`src/rtl/plru_pkg.sv`:
```
package plru_pkg;

    localparam int MAX_WAYS  = 16;
    localparam int MAX_LV    = 4;
    localparam int MAX_NODES = MAX_WAYS - 1;

    typedef logic [MAX_NODES-1:0] node_vec_t;
    typedef logic [MAX_LV-1:0]    way_idx_t;

    typedef enum logic {
        SRC_TREE = 1'b0,
        SRC_FREE = 1'b1
    } vict_src_e;

    // Walk a tree of lv levels: 0 goes left, 1 goes right.
    function automatic way_idx_t walk_tree(input node_vec_t bits, input int lv);
        int       node;
        way_idx_t w;
        node = 0;
        w    = '0;
        for (int l = 0; l < lv; l++) begin
            w    = {w[MAX_LV-2:0], bits[node]};
            node = 2 * node + 1 + int'(bits[node]);
        end
        return w;
    endfunction

    function automatic bit ways_ok(input int ways);
        return (ways >= 2) && (ways <= MAX_WAYS) && ((ways & (ways - 1)) == 0);
    endfunction

endpackage

```
`src/rtl/plru_state_store.sv`:
```
module plru_state_store #(
    parameter int SETS  = 16,
    parameter int NODES = 7,
    parameter int SET_W = 4
) (
    input  logic             clk,
    input  logic             rst,
    input  logic             wr_en,
    input  logic [SET_W-1:0] wr_set,
    input  logic [NODES-1:0] wr_bits,
    input  logic [SET_W-1:0] rd_u_set,
    output logic [NODES-1:0] rd_u_bits,
    input  logic [SET_W-1:0] rd_q_set,
    output logic [NODES-1:0] rd_q_bits
);

    logic [SETS-1:0][NODES-1:0] mem;

    always_ff @(posedge clk) begin
        if (rst) begin
            mem <= '0;
        end else if (wr_en) begin
            mem[wr_set] <= wr_bits;
        end
    end

    assign rd_u_bits = mem[rd_u_set];
    assign rd_q_bits = mem[rd_q_set];

    // a set not written this cycle keeps its bits.
    for (genvar s = 0; s < SETS; s++) begin : g_hold
        p_set_hold_r5: assert property (@(posedge clk) disable iff (rst)
            !(wr_en && (wr_set == SET_W'(s))) |=> $stable(mem[s]))
            else $error("set %0d changed without a write", s);
    end

    p_idle_hold_r6: assert property (@(posedge clk) disable iff (rst)
        !wr_en |=> $stable(mem))
        else $error("state changed while strobe low");

endmodule

```
`src/rtl/plru_path_update.sv`:
```
module plru_path_update #(
    parameter int LV    = 3,
    parameter int NODES = 7
) (
    input  logic [LV-1:0]    way,
    input  logic [NODES-1:0] old_bits,
    output logic [NODES-1:0] new_bits
);
    import plru_pkg::*;

    for (genvar l = 0; l < LV; l++) begin : g_lvl
        localparam int BASE = (1 << l) - 1;
        for (genvar k = 0; k < (1 << l); k++) begin : g_node
            logic on_path;
            assign on_path = (int'(way >> (LV - l)) == k);
            // Point at the sibling of the subtree that holds the way.
            assign new_bits[BASE + k] = on_path ? ~way[LV-1-l] : old_bits[BASE + k];
        end
    end

    // after the rewrite, the tree walk must leave the way's subtree at the root.
    always_comb begin
        a_away_r3: assert (walk_tree(node_vec_t'(new_bits), LV) != way_idx_t'(way))
            else $error("updated path still leads to the accessed way");
    end

endmodule

```
`src/rtl/plru_victim_walk.sv`:
```
module plru_victim_walk #(
    parameter int LV    = 3,
    parameter int NODES = 7
) (
    input  logic [NODES-1:0] bits,
    output logic [LV-1:0]    way
);

    logic [LV-1:0] pref [LV+1];

    assign pref[0] = '0;

    for (genvar l = 0; l < LV; l++) begin : g_step
        localparam int BASE = (1 << l) - 1;
        logic pick;
        assign pick        = bits[BASE + int'(pref[l])];
        assign pref[l + 1] = {pref[l][LV-2 >= 0 ? LV-2 : 0:0], pick} & LV'((1 << (l + 1)) - 1);
    end

    assign way = pref[LV];

endmodule

```
`src/rtl/plru_free_pick.sv`:
```
module plru_free_pick #(
    parameter int WAYS = 8,
    parameter int LV   = 3
) (
    input  logic [WAYS-1:0] valid,
    output logic            any_free,
    output logic [LV-1:0]   free_way
);

    always_comb begin
        free_way = '0;
        for (int i = WAYS - 1; i >= 0; i--) begin
            if (!valid[i]) free_way = LV'(i);
        end
    end

    assign any_free = ~&valid;

endmodule

```
`src/rtl/plru_repl_unit.sv`:
```
module plru_repl_unit #(
    parameter int WAYS  = 8,
    parameter int SETS  = 16,
    parameter int WAY_W = $clog2(WAYS),
    parameter int SET_W = (SETS > 1) ? $clog2(SETS) : 1
) (
    input  logic             clk,
    input  logic             rst,
    input  logic             acc_valid,
    input  logic [SET_W-1:0] acc_set,
    input  logic [WAY_W-1:0] acc_way,
    input  logic [SET_W-1:0] qry_set,
    input  logic [WAYS-1:0]  qry_valid,
    output logic [WAY_W-1:0] victim_way
);
    import plru_pkg::*;

    localparam int NODES = WAYS - 1;

    if (!ways_ok(WAYS)) begin : g_bad_ways
        $error("WAYS must be a power of two between 2 and 16");
    end

    logic [NODES-1:0] upd_old;
    logic [NODES-1:0] upd_new;
    logic [NODES-1:0] qry_bits;
    logic [WAY_W-1:0] tree_way;
    logic [WAY_W-1:0] free_way;
    logic             any_free;
    vict_src_e        src;

    plru_state_store #(.SETS(SETS), .NODES(NODES), .SET_W(SET_W)) u_store (
        .clk       (clk),
        .rst       (rst),
        .wr_en     (acc_valid),
        .wr_set    (acc_set),
        .wr_bits   (upd_new),
        .rd_u_set  (acc_set),
        .rd_u_bits (upd_old),
        .rd_q_set  (qry_set),
        .rd_q_bits (qry_bits)
    );

    plru_path_update #(.LV(WAY_W), .NODES(NODES)) u_upd (
        .way      (acc_way),
        .old_bits (upd_old),
        .new_bits (upd_new)
    );

    plru_victim_walk #(.LV(WAY_W), .NODES(NODES)) u_walk (
        .bits (qry_bits),
        .way  (tree_way)
    );

    plru_free_pick #(.WAYS(WAYS), .LV(WAY_W)) u_free (
        .valid    (qry_valid),
        .any_free (any_free),
        .free_way (free_way)
    );

    assign src        = any_free ? SRC_FREE : SRC_TREE;
    assign victim_way = (src == SRC_FREE) ? free_way : tree_way;

    // the way just promoted is never the next full-mask victim of its set.
    p_not_recent_r4: assert property (@(posedge clk) disable iff (rst)
        acc_valid |=> (!((qry_set == $past(acc_set)) && (&qry_valid))
                       || (victim_way != $past(acc_way))))
        else $error("just-accessed way chosen as victim");

    // a free way wins, and no lower way is free.
    p_free_first_r7: assert property (@(posedge clk) disable iff (rst)
        !(&qry_valid) |-> (!qry_valid[victim_way]
            && (((~qry_valid) & ((WAYS'(1) << victim_way) - WAYS'(1))) == '0)))
        else $error("victim is not the lowest free way");

endmodule

```
`config.mk`:
```
export PLATFORM = sky130hd
export DESIGN_NAME = plru_repl_unit
export DESIGN_NICKNAME = d
export VERILOG_FILES = /design/src/rtl/plru_pkg.sv /design/src/rtl/plru_state_store.sv /design/src/rtl/plru_path_update.sv /design/src/rtl/plru_victim_walk.sv /design/src/rtl/plru_free_pick.sv /design/src/rtl/plru_repl_unit.sv
export SDC_FILE = /design/constraint.sdc
export NUM_CORES = 1
export LEC_CHECK = 0
export BUFFER_PORTS_ARGS = -buffer_cell sky130_fd_sc_hd__buf_2
export CORE_ASPECT_RATIO = 0.5
export CORE_MARGIN = 1.5
export CORE_UTILIZATION = 50
export CTS_CLUSTER_DIAMETER = 150
export DETAILED_ROUTE_END_ITERATION = 8
export GPL_TIMING_DRIVEN = 1
export PLACE_DENSITY_LB_ADDON = 0.05
export SETUP_SLACK_MARGIN = 0.3
export SLEW_MARGIN = 20
export SYNTH_ARGS = -nofsm -noshare
export SYNTH_HDL_FRONTEND = slang
export SYNTH_SLANG_ARGS = --single-unit
```
`constraint.sdc`:
```
create_clock -name clk -period 3.95 [get_ports clk]
set_input_delay 0.5925 -clock clk [delete_from_list [all_inputs] [get_ports clk]]
set_output_delay 0.5925 -clock clk [all_outputs]
set_load 0.05 [all_outputs]
```
== Word level (Yosys, flattened, before mapping) ==
Cells that the tools add are included.

* Register bits: 112
* Output and inout port bits: 3

* $add $sub $neg: 2
* Order comparisons: 5
* Equality and inequality tests: 3
* Muxes and demuxes: 28
* Bitwise operators: 3
* Reduce and logical (&&, ||, !) cells: 4

{| class="wikitable"
|+ Operators by type and width
! operator !! number
|-
| $bwmux W112 || 1
|-
| $logic_not A32 Y1 || 2
|-
| $lt A32 B5 Y1 const B || 2
|-
| $bmux W7 S4 || 2
|-
| $demux W7 S4 || 1
|-
| $mux W3 || 9
|-
| $mux W7 || 3
|-
| $lt A4 B5 Y1 const B || 2
|-
| $mux W1 || 10
|-
| $reduce_and A8 Y1 || 1
|-
| $bmux W1 S3 || 2
|-
| $eq A2 B2 Y1 const B || 2
|-
| $ge A4 B1 Y1 const B || 1
|-
| $add A2 B2 Y3 const A || 1
|-
| $not A1 Y1 || 3
|-
| $add A1 B1 Y2 const A || 1
|-
| $eq A2 B1 Y1 const B || 1
|-
| $logic_and A1 B1 Y1 || 1
|}

== Logic depth before layout (Yosys ltp) ==
Gate-level depths: netlist of the first run.

* Depth in word-level cells: 11
* Mapped depth: 12
* Mapped depth without buffers: 10

== By module ==
A second synthesis of the first run with hierarchy kept.

* Cells, all modules: 698
* Area, all modules: 6508.7 um2

{| class="wikitable"
|+ By module, submodules not included
! module !! times used !! cells an instance !! area each (um2) !! sequential area each (um2)
|-
| plru_state_store || 1 || 657 || 6232.2 || 2242.2
|-
| plru_path_update || 1 || 16 || 101.3 || 0.0
|-
| plru_free_pick || 1 || 15 || 73.8 || 0.0
|-
| plru_victim_walk || 1 || 7 || 67.6 || 0.0
|-
| plru_repl_unit || 1 || 3 || 33.8 || 0.0
|}

== Worst setup path before layout of the first run ==
OpenSTA, ideal clock, no wires.

* Path kind: input port to output port
* Start point: input port qry_set[0]
* End point: output port victim_way[0]
* Arrival time: 3817 ps
* Required time: 3357 ps
* Slack: -459 ps
* Stages: 10
* Buffers on the path: 1
* Path through: buf_6 -> mux4_2 -> o211ai_1 -> nand2_1 -> a311oi_4 -> mux2_4 -> ha_1 -> a2111oi_0 -> a2111oi_0 -> a41oi_1

* Cells in the longest elaborated chain, start to end: 11

{| class="wikitable"
|+ RTL lines
! what !! RTL line !! source
|-
| start: declaration || plru_repl_unit.sv:12 || <nowiki>input logic [SET_W-1:0] qry_set,</nowiki>
|-
| $bmux W7 S4 * || plru_state_store.sv:28 || <nowiki>assign rd_q_bits = mem[rd_q_set];</nowiki>
|-
| $mux W7 (not written as such) * || plru_state_store.sv:28 ||
|-
| $add A1 B1 Y2 || plru_victim_walk.sv:16 || <nowiki>assign pick = bits[BASE + int'(pref[l])];</nowiki>
|-
| $bmux W1 S3 || plru_victim_walk.sv:16 ||
|-
| $mux W1 (not written as such) (2 in a row) || plru_victim_walk.sv:16 ||
|-
| $add A2 B2 Y3 || plru_victim_walk.sv:16 ||
|-
| $bmux W1 S3 * || plru_victim_walk.sv:16 ||
|-
| $mux W1 (not written as such) * (2 in a row) || plru_victim_walk.sv:16 ||
|-
| $mux W3 * || plru_repl_unit.sv:62 || <nowiki>assign victim_way = (src == SRC_FREE) ? free_way : tree_way;</nowiki>
|-
| end: declaration || plru_repl_unit.sv:14 || <nowiki>output logic [WAY_W-1:0] victim_way</nowiki>
|}

Every way passes the cells marked *; elsewhere a longest branch is shown, timed or not. The select of a mux whose other input is x is not followed.

== Worst setup path after layout of the first run ==
Same ends and word-level chain as after synthesis.

==> results of run 1 <==
[path summary, 6_finish.rpt]
check | slack, ps | to | start
worst min-delay path | 500 | u_store.mem[14] | u_store.mem[14]
worst min register to register | 500 | u_store.mem[14] | u_store.mem[14]
worst max register to register | 1780 | u_store.mem[82] | u_store.mem[26]
worst max-delay path | 130 | victim_way[0] | qry_set[0]
[stage by stage]
step	total power, W	std cells
2_1_floorplan	0.001386	544
3_3_place_gp	0.001469	702
3_5_place_dp	0.001472	702
4_1_cts	0.002373	718
5_1_grt	0.002442	718
6_report	0.002353	718
[worst register-to-register path: cells and delay by family (launching register included)]
kind	cells	cell delay, ps
muxes	2	970
AOI/OAI and AO/OA	2	470
DFF	1	330
buffers and inverters	1	250
[layer usage]
metal | GRT usage | vias to the layer above | wire, um | share of wire
met5 | 0 | - | 0 | 0
met4 | 0.03981 | 0 | 68 | 0.0043
met3 | 0.07344 | 8 | 1649 | 0.10
met2 | 0.3932 | 180 | 6518 | 0.41
met1 | 0.4350 | 2104 | 7494 | 0.48
li1 | - | 2135 | - | -
[what timing repair did]
action	4_1_cts	5_1_grt
setup buffers	0	0
pin swaps	1	0
endpoints found under the setup margin	2	2
resized for setup	10	4
[cells in the mapped netlist, types with 2 or more instances]
cell type | count | area, um^2
a21oi_1 | 2 | 10.01
a2111oi_0 | 3 | 26.28
nor3_1 | 5 | 25.02
mux2i_1 | 6 | 60.06
nand2b_1 | 3 | 18.77
buf_2 | 11 | 55.05
nor2_1 | 132 | 495.5
nand4_1 | 2 | 12.51
a211oi_1 | 112 | 840.8
dfxtp_1 | 112 | 2242
nand3b_1 | 3 | 22.52
nor2b_1 | 2 | 12.51
clkbuf_1 | 37 | 138.9
a221oi_1 | 2 | 17.52
o211ai_1 | 3 | 22.52
o21ai_0 | 6 | 30.03
a21oi_2 | 3 | 26.28
mux4_1 | 14 | 367.9
mux4_2 | 45 | 1013
nand3_1 | 2 | 10.01
inv_1 | 5 | 18.77
nand2_1 | 14 | 52.55
[logic make-up (layout without fill, tap and decap cells)]
group,after synthesis,count (layout)
buf+inv,58,87
fa+ha+maj,1,1
flops,112,112
mux,67,67
compound gates,139,139
simple gates,167,167
[power breakdown]
group / total (W) / internal [W] / switching [W] / leakage (nW)
sequential: 0.00117 / 0.00115 / 0.0000180 / 0.906
combinational: 0.000287 / 0.000119 / 0.000168 / 1.15
clock: 0.000896 / 0.000456 / 0.000439 / 0.142
[cell type report]
class | count | area [um^2]
clock buffers | 10 | 239.0
flip-flops and latches | 112 | 2242
fillers | 955 | 4562
repair buffers | 65 | 445.4
multi-input cells | 374 | 3338
well taps | 145 | 181.4
clock inverters | 6 | 50.05
inverters | 6 | 22.52
==> results.md, run 1 <==
- YS warnings: 0
- Drt drc: 0
- Crit-path cells: buf_4 -> buf_6 -> mux4_1 -> o211ai_1 -> o21ai_1 -> nor2_1 -> mux2_4 -> ha_4 -> or3b_4 -> a41oi_4 -> buf_6
- Clock Path Buffers: 2
- RSZ-0062 raised after global routing: true
- Avg WL per Cell: 21.91 um
- Via-to-Cell Ratio: roughly 6.2
- Crit path capture type: output pin
- Root Driver: clkbuf_16
- Post-synthesis mux area share: 0.2572
- Fmax: about 260 MHz
- NumNets Final: 591
- ANT nets after route: 0
- Hpwl dp: 11190 um
- Synth cell types: between 40 and 50
- Worst Slack Setup Final: 133.5 ps
- WP data required: around 3400 ps
- CP dominant cell by count: buf_6
- Cts hold-fix bufs: 0
- Period utilization: 0.9662
- Max_cap viols: 0
- Startpoint types: input pin
- Most common cell after layout, fill and taps aside: nor2_1
- Critical path type: in -> out
- Largest register by flop count: u_store.mem
- Synth Net Count: ~570
- DRT Pass-1 Iters: 5
- Share of layout cells above drive strength 1: 0.2565
- IO Count: 25
- Largest family of logic cells by synthesized area: multiplexers
- Endpoints failing setup: 0
- Detailed Route WL: 15730 um
- Clk sinks: between 100 and 150
- Synth Flop Type: dfxtp_1
- Final Instance Area: between 6000 and 7000 um^2
- Total Die Area: around 12000 um^2
- Simple-gate area share of the yosys netlist: 0.1188
- CP top delay family: multiplexers
- Post-synth EDFFs: 0
- Adder-cell share of the synthesized area: 0.002189
- TritonCTS clock tree: yes
- FP Rows: 27
- Worst Path Arrival: ~3200 ps
- Via count: about 4.4k
- N_diodes: 0
- Setup_tns: 0 ps
- Pwr Density: roughly 360 nW/um^2
- Placement Cell Area: 6157 um^2
- Port bufs: 24
- Asr flop ratio synth: 0
- Compound-Gate Fraction of Synth Area: 0.1843
- Critical path's slowest cell: mux4_1
- Syn_area_per_cell: 10.51 um^2
- Worst hold path class: reg -> reg
- CTS Buf Count: 9
- Max Fanout on Critical Path: 12
- Final Core Density: 0.5883
- Total congestion overflow after global routing: 0
- Largest register FFs: between 100 and 150
- Final min period: 3816 ps
- Die height: approximately 79 um
- Initial Utilization: 0.5159
- Mapped Area: between 5000 and 6000 um^2
- Core Box Area: roughly 11000 um^2
- Post-Synth XOR/XNOR Area: 0
- Detailed router's first-iteration violation count: 336
- Worst-Margin Slew: around 880 ps
- Antenna violations before repair: 0
- Pre-CTS WS: -62.34 ps
- #FFs+latches synth: 112
- Clk_skew: 5.682 ps
- Outcome: finished clean
- GR Util All Layers: 0.2797
- Syn-to-layout area delta: 14.03%
- Seq/Total Area, Yosys: 0.3922
- R2R depth: 5
- Worst path depth: 11
- Largest stage delay, worst path: 590 ps
- First-pass GRT wire length: around 25000 um
- Routability cong.: 0.8395
- H-tree depth: 3
- Die X: approximately 150 um
- Max Transition Viols Final: 0
- Synth Instances: around 540
- Worst hold slack: a little over 500 ps
- Worst slew margin relative to its limit: 0.4062
- Peak supply drop: approximately 0.25 mV
- Via count of the first global-routing pass: approximately 4.2k
- Hold Vio Cnt, Final: 0
- Worst-Skew Late Latency: approximately 350 ps
- Top Registers: u_store.mem: 112 flops
- Buf+Inv Stages, Crit Path: 3
- Cells on Worst Hold Path: 2
- Worst-path clk slew: 80 ps
- Largest net degree at the start of global routing: 63
- Commonest cells after routing, fill and taps aside: nor2_1, a211oi_1, dfxtp_1
- LEAKAGE: ~2.2 nW
Power figures use the tool's default switching activity.
==> inputs of run 2 (changes only) <==
==> constraint.sdc (replaced) <==
create_clock -name clk -period 3.95 [get_ports clk]
set_input_delay 0.79 -clock clk [delete_from_list [all_inputs] [get_ports clk]]
set_output_delay 0.79 -clock clk [all_outputs]
set_load 0.02 [all_outputs]
==> run 2 against run 1 <==
Effect of this change:
- worst setup slack worse by 330 ps
- the flow now finishes with violations (negative setup slack)
- routed wire length rose by 5.9%
- first-iteration DRC count grew 15%
- sequential cell count did not move
- die area unchanged
- non-clock buffer count is 6 higher
- register-to-register slack improved by 70 ps
- global-route usage increased by 0.93 points
- via count up 4.8%
- cell count grew 0.70%
- clock skew increased by 0.74 ps
- critical path type unchanged
==> results.md, run 2 (same netlist as run 1, synthesis figures left out) <==
- Syn-to-layout area delta: 14.71% (was 14.03%)
- GR Util All Layers: 0.2890 (was 0.2797)
- Cells on Worst Hold Path: 2 (unchanged)
- Avg WL per Cell: 23.05 um (was 21.91 um)
- Final Power: 0.002378 W (was 0.002353 W)
- Die X: 154.2 um (unchanged)
- DRT Pass-1 Iters: 5 (unchanged)
- Via count: 4639 (was 4427)
- Top Registers: u_store.mem: 112 flops (unchanged)
- RSZ-0062 raised after global routing: true (unchanged)
- ANT nets after route: 0 (unchanged)
- Clk_skew: 6.422 ps (was 5.682 ps)
- Switching Power: 0.0005956 W (was 0.0006255 W)
- Worst Slack Setup Final: -193.6 ps (was 133.5 ps)
- Largest stage delay, worst path: 520 ps (was 590 ps)
- Worst-Skew Late Latency: 350 ps (about the same)
- Sw Share: 0.2504 (was 0.2658)
- Pwr Density: 362.6 nW/um^2 (was 361.0 nW/um^2)
- Port bufs: 24 (unchanged)
- Detailed router's first-iteration violation count: 385 (was 336)
- FP Rows: 27 (unchanged)
- Period utilization: 1.049 (was 0.9662)
- Clk sinks: 112 (unchanged)
- Worst slew margin relative to its limit: 0.1809 (was 0.4062)
- Register area: 2242 um^2 (unchanged)
- Crit path capture type: output pin (unchanged)
- Routability cong.: 0.8417 (was 0.8395)
- Critical path's slowest cell: mux4_2 (was mux4_1)
- Fmax: 241.3 MHz (was 262.0 MHz)
- Peak supply drop: 0.2034 mV (was 0.2542 mV)
- Reg power frac: 0.493 (was 0.497)
- LEAKAGE: 2.219 nW (was 2.199 nW)
- H-tree depth: 3 (unchanged)
- Max Transition Viols Final: 0 (unchanged)
- TritonCTS clock tree: yes (unchanged)
- Critical path type: in -> out (unchanged)
- Hold path endpoint: u_store.mem[14] (unchanged)
- Largest register FFs: 112 (unchanged)
- Internal power: 0.001782 W (was 0.001728 W)
- Crit-path cells: buf_12 -> mux4_2 -> o211ai_1 -> nand2_1 -> a311oi_4 -> mux2_4 -> ha_4 -> or3b_1 -> a41oi_2 -> buf_4 (was buf_4 -> buf_6 -> mux4_1 -> o211ai_1 -> o21ai_1 -> nor2_1 -> mux2_4 -> ha_4 -> or3b_4 -> a41oi_4 -> buf_6)
- Most common cell after layout, fill and taps aside: nor2_1 (unchanged)
- Worst Path Arrival: 3350 ps (was 3220 ps)
- Share of layout cells above drive strength 1: 0.2578 (was 0.2565)
- Pre-CTS WS: -379.3 ps (was -62.34 ps)
- First-pass GRT wire length: 25870 um (was 25190 um)
- Detailed Route WL: 16660 um (was 15730 um)
- Commonest cells after routing, fill and taps aside: nor2_1, a211oi_1, dfxtp_1 (unchanged)
- Failing checks: negative setup slack
- Max Fanout on Critical Path: 5 (was 12)
- Die height: 78.61 um (unchanged)
- Worst hold slack: 495.5 ps (was 503.9 ps)
- Worst hold path class: reg -> reg (unchanged)
- Outcome: complete, but fails checks (was finished clean)
- Startpoint types: input pin (unchanged)
- Final min period: 4144 ps (was 3816 ps)
- Cts hold-fix bufs: 0 (unchanged)
- Gate power share: 0.122 (about the same)
- Hold path start: u_store.mem[14] (unchanged)
- Reg2Reg Setup Slack: 1850 ps (was 1780 ps)
- Hpwl dp: 11570 um (was 11190 um)
- Via count of the first global-routing pass: 4245 (was 4210)
- Initial Utilization: 0.5159 (unchanged)
- Antenna violations before repair: 0 (unchanged)
- Via-to-Cell Ratio: 6.416 (was 6.166)
- Total Die Area: 12120 um^2 (unchanged)
- Total congestion overflow after global routing: 0 (unchanged)
- Clock Path Buffers: 2 (unchanged)
- N_diodes: 0 (unchanged)
- WP data required: 3160 ps (was 3360 ps)
- Largest net degree at the start of global routing: 61 (was 63)
- IO Count: 25 (unchanged)
- Root Driver: clkbuf_16 (unchanged)
- Largest register by flop count: u_store.mem (unchanged)
- NumNets Final: 597 (was 591)
- Worst-Margin Slew: 1219 ps (was 884.0 ps)
- FF-to-FF Start: u_store.mem[80] (was u_store.mem[26])
- R2R depth: 5 (unchanged)
- Endpoints failing setup: 1 (was 0)
- Hold Vio Cnt, Final: 0 (unchanged)
- Multi-input gate area: 3312 um^2 (was 3338 um^2)
- Core Box Area: 11080 um^2 (unchanged)
- R2R Path End: u_store.mem[87] (was u_store.mem[82])
- Fillers: 949 (was 955)
- Max_cap viols: 0 (unchanged)
- Clk pwr share: 0.385 (was 0.381)
- Drt drc: 0 (unchanged)
- CTS Buf Count: 9 (unchanged)
- Worst-path clk slew: 70 ps (was 80 ps)
[run 2: layout make-up]
| class | count | share of cell area |
|---|---|---|
| sequential | 112 | 0.3419 |
| clock buffer | 12 | 0.03759 |
| multi-input combinational | 374 | 0.5051 |
| tap | 145 | 0.02767 |
| inverter | 6 | 0.003434 |
| clock inverter | 3 | 0.006487 |
| timing repair buffer | 71 | 0.07785 |
[run 2: repair_timing]
item                       in CTS  in global routing
resized for setup              17                  6
pin swaps                       7                  6
setup endpoints to repair       2                  2
setup buffers                   0                  2
[run 2: worst max path at each step]
stage	from	endpoint	slack, ps
floorplan	qry_set[0]	victim_way[0]	-320
global placement	qry_set[0]	victim_way[0]	-330
detailed placement	qry_set[0]	victim_way[0]	-380
CTS	qry_set[0]	victim_way[0]	-250
global route	qry_set[0]	victim_way[0]	-270
finish	qry_set[0]	victim_way[0]	-190
[run 2: metal layers]
layer	up-vias	GRT usage	wire length [um]
li1	2146	-	-
met1	2291	0.4385	7898
met2	190	0.4149	7148
met3	12	0.07234	1466
met4	0	0.05728	149
met5	-	0	0
[run 2: power by group through the flow]
stage	Sequential (W)	Combinational [W]	Clock, W
after floorplan	0.00119	0.000191	0
after global placement	0.00120	0.000270	0
after detailed placement	0.00120	0.000274	0
after CTS	0.00117	0.000284	0.000928
after global routing	0.00117	0.000312	0.000975
final	0.00117	0.000291	0.000915
[run 2: through the flow]
step / cell area (um^2) / utilization / setup TNS (ps) / instances
6_report: 6558 / 0.5918 / -193.6 / 723
5_1_grt: 6558 / 0.5918 / -267.0 / 723
4_1_cts: 6526 / 0.5890 / -254.7 / 721
3_5_place_dp: 6170 / 0.5568 / -379.3 / 706
3_3_place_gp: 6170 / 0.5568 / -334.0 / 706
2_1_floorplan: 5773 / - / -318.6 / 544
[run 2: critical path: cells and delay by family]
kind | cells | cell delay [ps]
buffers and inverters | 2 | 260
and+or+nand+nor | 2 | 500
muxes | 2 | 880
AOI/OAI and AO/OA | 3 | 660
adders and majority gates | 1 | 260
==> inputs of run 3 (changes only) <==
--- a/config.mk
+++ b/config.mk
@@ -8,8 +8,9 @@
 export BUFFER_PORTS_ARGS = -buffer_cell sky130_fd_sc_hd__buf_2
 export CORE_ASPECT_RATIO = 0.5
 export CORE_MARGIN = 1.5
-export CORE_UTILIZATION = 50
+export CORE_UTILIZATION = 35
 export CTS_CLUSTER_DIAMETER = 150
+export CTS_CLUSTER_SIZE = 24
 export DETAILED_ROUTE_END_ITERATION = 8
 export GPL_TIMING_DRIVEN = 1
 export PLACE_DENSITY_LB_ADDON = 0.05
==> run 3 against run 2 <==
Effect of this change:
- the flow still finishes with violations (negative setup slack)
- first-iteration DRC count fell by 21%
- clock power fell by 2%
- global-route usage fell by 6.8 points
==> results.md, run 3 (same netlist as run 1, synthesis figures left out) <==
- Outcome: complete, but fails checks (unchanged)
- Failing checks: negative setup slack (unchanged)
- Via count: 4495 (was 4639)
- Reg2Reg Setup Slack: 1920 ps (was 1850 ps)
- Endpoints failing setup: 1 (unchanged)
- Peak supply drop: 0.2145 mV (was 0.2034 mV)
- Pre-CTS WS: -406.5 ps (was -379.3 ps)
- GR Util All Layers: 0.2214 (was 0.2890)
- Detailed router's first-iteration violation count: 304 (was 385)
- CP startpoint: qry_set[0] (unchanged)
- Die height: 93.37 um (was 78.61 um)
- R2R depth: 5 (unchanged)
- Final Instance Area: 6681 um^2 (was 6558 um^2)
- H-tree depth: 3 (unchanged)
- Total Die Area: 17160 um^2 (was 12120 um^2)
- R2R Path End: u_store.mem[48] (was u_store.mem[87])
- Detailed Route WL: 17920 um (was 16660 um)
- LEAKAGE: 2.230 nW (was 2.219 nW)
- Final Core Density: 0.4257 (was 0.5918)
- Antenna violations before repair: 0 (unchanged)
- Setup_tns: -282.9 ps (was -193.6 ps)
- Crit path capture type: output pin (unchanged)
- Total congestion overflow after global routing: 0 (unchanged)
- Avg WL per Cell: 22.42 um (was 23.05 um)
- CTS Buf Count: 9 (unchanged)
- Worst-path clk slew: 80 ps (was 70 ps)
- Port bufs: 24 (unchanged)
- Cts hold-fix bufs: 0 (unchanged)
- Cells on Worst Hold Path: 2 (unchanged)
- Worst hold path class: reg -> reg (unchanged)
- Most common cell after layout, fill and taps aside: nor2_1 (unchanged)
- Max Fanout on Critical Path: 5 (unchanged)
- FP Rows: 32 (was 27)
- Pwr Density: 354.6 nW/um^2 (was 362.6 nW/um^2)
- Met1 global-route usage: 0.3437 (was 0.4385)
- Hpwl dp: 12220 um (was 11570 um)
- Clk_skew: 9.754 ps (was 6.422 ps)
- Period utilization: 1.072 (was 1.049)
- Critical path type: in -> out (unchanged)
- Largest net degree at the start of global routing: 84 (was 61)
- Worst-Margin Slew: 949.8 ps (was 1219 ps)
- Register area: 2242 um^2 (unchanged)
- Met3 Usage GRT: 0.05218 (was 0.07234)
- Clk sinks: 112 (unchanged)
- FF-to-FF Start: u_store.mem[27] (was u_store.mem[80])
- Largest stage delay, worst path: 530 ps (was 520 ps)
- RSZ-0062 raised after global routing: true (unchanged)
- Hold path endpoint: u_store.mem[21] (was u_store.mem[14])
- Fmax: 236.2 MHz (was 241.3 MHz)
- Max_cap viols: 0 (unchanged)
- Core Box Area: 15700 um^2 (was 11080 um^2)
- Root Driver: clkbuf_16 (unchanged)
- Clock Path Buffers: 2 (unchanged)
- GR peak layer: met1 (unchanged)
- Top Registers: u_store.mem: 112 flops (unchanged)
- Share of layout cells above drive strength 1: 0.2630 (was 0.2578)
- Routability cong.: 0.7851 (was 0.8417)
- ANT nets after route: 0 (unchanged)
- Worst-Skew Late Latency: 360 ps (was 350 ps)
- Met2 Usage GRT: 0.3112 (was 0.4149)
- Startpoint types: input pin (unchanged)
- First-pass GRT wire length: 27430 um (was 25870 um)
- Worst slew margin relative to its limit: 0.3668 (was 0.1809)
- N_diodes: 0 (unchanged)
- Largest register FFs: 112 (unchanged)
- Commonest cells after routing, fill and taps aside: nor2_1, a211oi_1, dfxtp_1 (unchanged)
- Multi-input gate area: 3343 um^2 (was 3312 um^2)
- Via-to-Cell Ratio: 5.626 (was 6.416)
- Drt drc: 0 (unchanged)
- Placement Cell Area: 6277 um^2 (was 6170 um^2)
- Initial Utilization: 0.3642 (was 0.5159)
- Critical path's slowest cell: mux4_2 (unchanged)
- NumNets Final: 596 (was 597)
- Via count of the first global-routing pass: 4237 (was 4245)
- Syn-to-layout area delta: 16.87% (was 14.71%)
- Hold Vio Cnt, Final: 0 (unchanged)
- Hold path start: u_store.mem[21] (was u_store.mem[14])
- Crit-path cells: buf_12 -> mux4_2 -> buf_6 -> and3_4 -> a311oi_4 -> mux2_4 -> ha_4 -> a2111oi_4 -> a2111oi_4 -> a41oi_2 -> buf_4 (was buf_12 -> mux4_2 -> o211ai_1 -> nand2_1 -> a311oi_4 -> mux2_4 -> ha_4 -> or3b_1 -> a41oi_2 -> buf_4)
- Worst Path Arrival: 3440 ps (was 3350 ps)
- Fillers: 1551 (was 949)
- TritonCTS clock tree: yes (unchanged)
- Max Transition Viols Final: 0 (unchanged)
- WP data required: 3160 ps (about the same)
- Final min period: 4233 ps (was 4144 ps)
- Largest register by flop count: u_store.mem (unchanged)
- CP dominant cell by count: a2111oi_4
- Worst Slack Setup Final: -282.9 ps (was -193.6 ps)
- Die X: 183.7 um (was 154.2 um)
- IO Count: 25 (unchanged)
- DRT Pass-1 Iters: 5 (unchanged)
==> run 3: how the worst max path moves through the flow <==
stage                                to  slack, ps  cells after the start
after global placement    victim_way[0]       -380                     12
after global routing      victim_way[0]       -370                     12
after floorplan           victim_way[0]       -320                     10
after detailed placement  victim_way[0]       -410                     12
after CTS                 victim_way[0]       -280                     12
final                     victim_way[0]       -280                     11
==> run 3: cell type report <==
| cell class | instances | share of cell area |
|---|---|---|
| multi-input combinational | 374 | 0.5004 |
| clock buffer | 11 | 0.03633 |
| tap | 221 | 0.04139 |
| inverter | 6 | 0.003371 |
| timing repair buffer | 70 | 0.07715 |
| clock inverter | 5 | 0.005805 |
| sequential | 112 | 0.3356 |
==> run 3: routing by layer <==
| metal | share of wire | up-vias |
|---|---|---|
| li1 | - | 2145 |
| met1 | 0.54 | 2235 |
| met2 | 0.40 | 106 |
| met3 | 0.047 | 9 |
| met4 | 0.0055 | 0 |
| met5 | 0 | - |
==> run 3: per-stage QoR <==
stage	std cells	hold WS, ps	total power, W
detailed placement	780	495.2	0.001480
CTS	798	507.4	0.002400
finish	799	506.6	0.002369
floorplan	544	473.5	0.001381
global route	799	522.5	0.002461
global placement	780	488.8	0.001480
==> run 3: timing repair <==
item / CTS / global route
buffers inserted: 2 / 1
pin swaps: 8 / 1
resized for setup: 19 / 4
endpoints found under the setup margin: 2 / 2
==> run 3: power breakdown <==
group          switching (W)  total [W]  internal (W)
Clock               0.000448   0.000900      0.000452
Sequential         0.0000183    0.00117       0.00115
Combinational       0.000174   0.000298      0.000124
Total               0.000641    0.00237       0.00173
==> run 3: worst max-delay path, delay by kind of cell <==
| kind | cells | cell delay [ps] |
|---|---|---|
| adder cells (fa/ha/maj) | 1 | 280 |
| AND/OR/NAND/NOR | 1 | 170 |
| buffers and inverters | 3 | 410 |
| AO/OA/AOI/OAI | 4 | 910 |
| multiplexers | 2 | 880 |
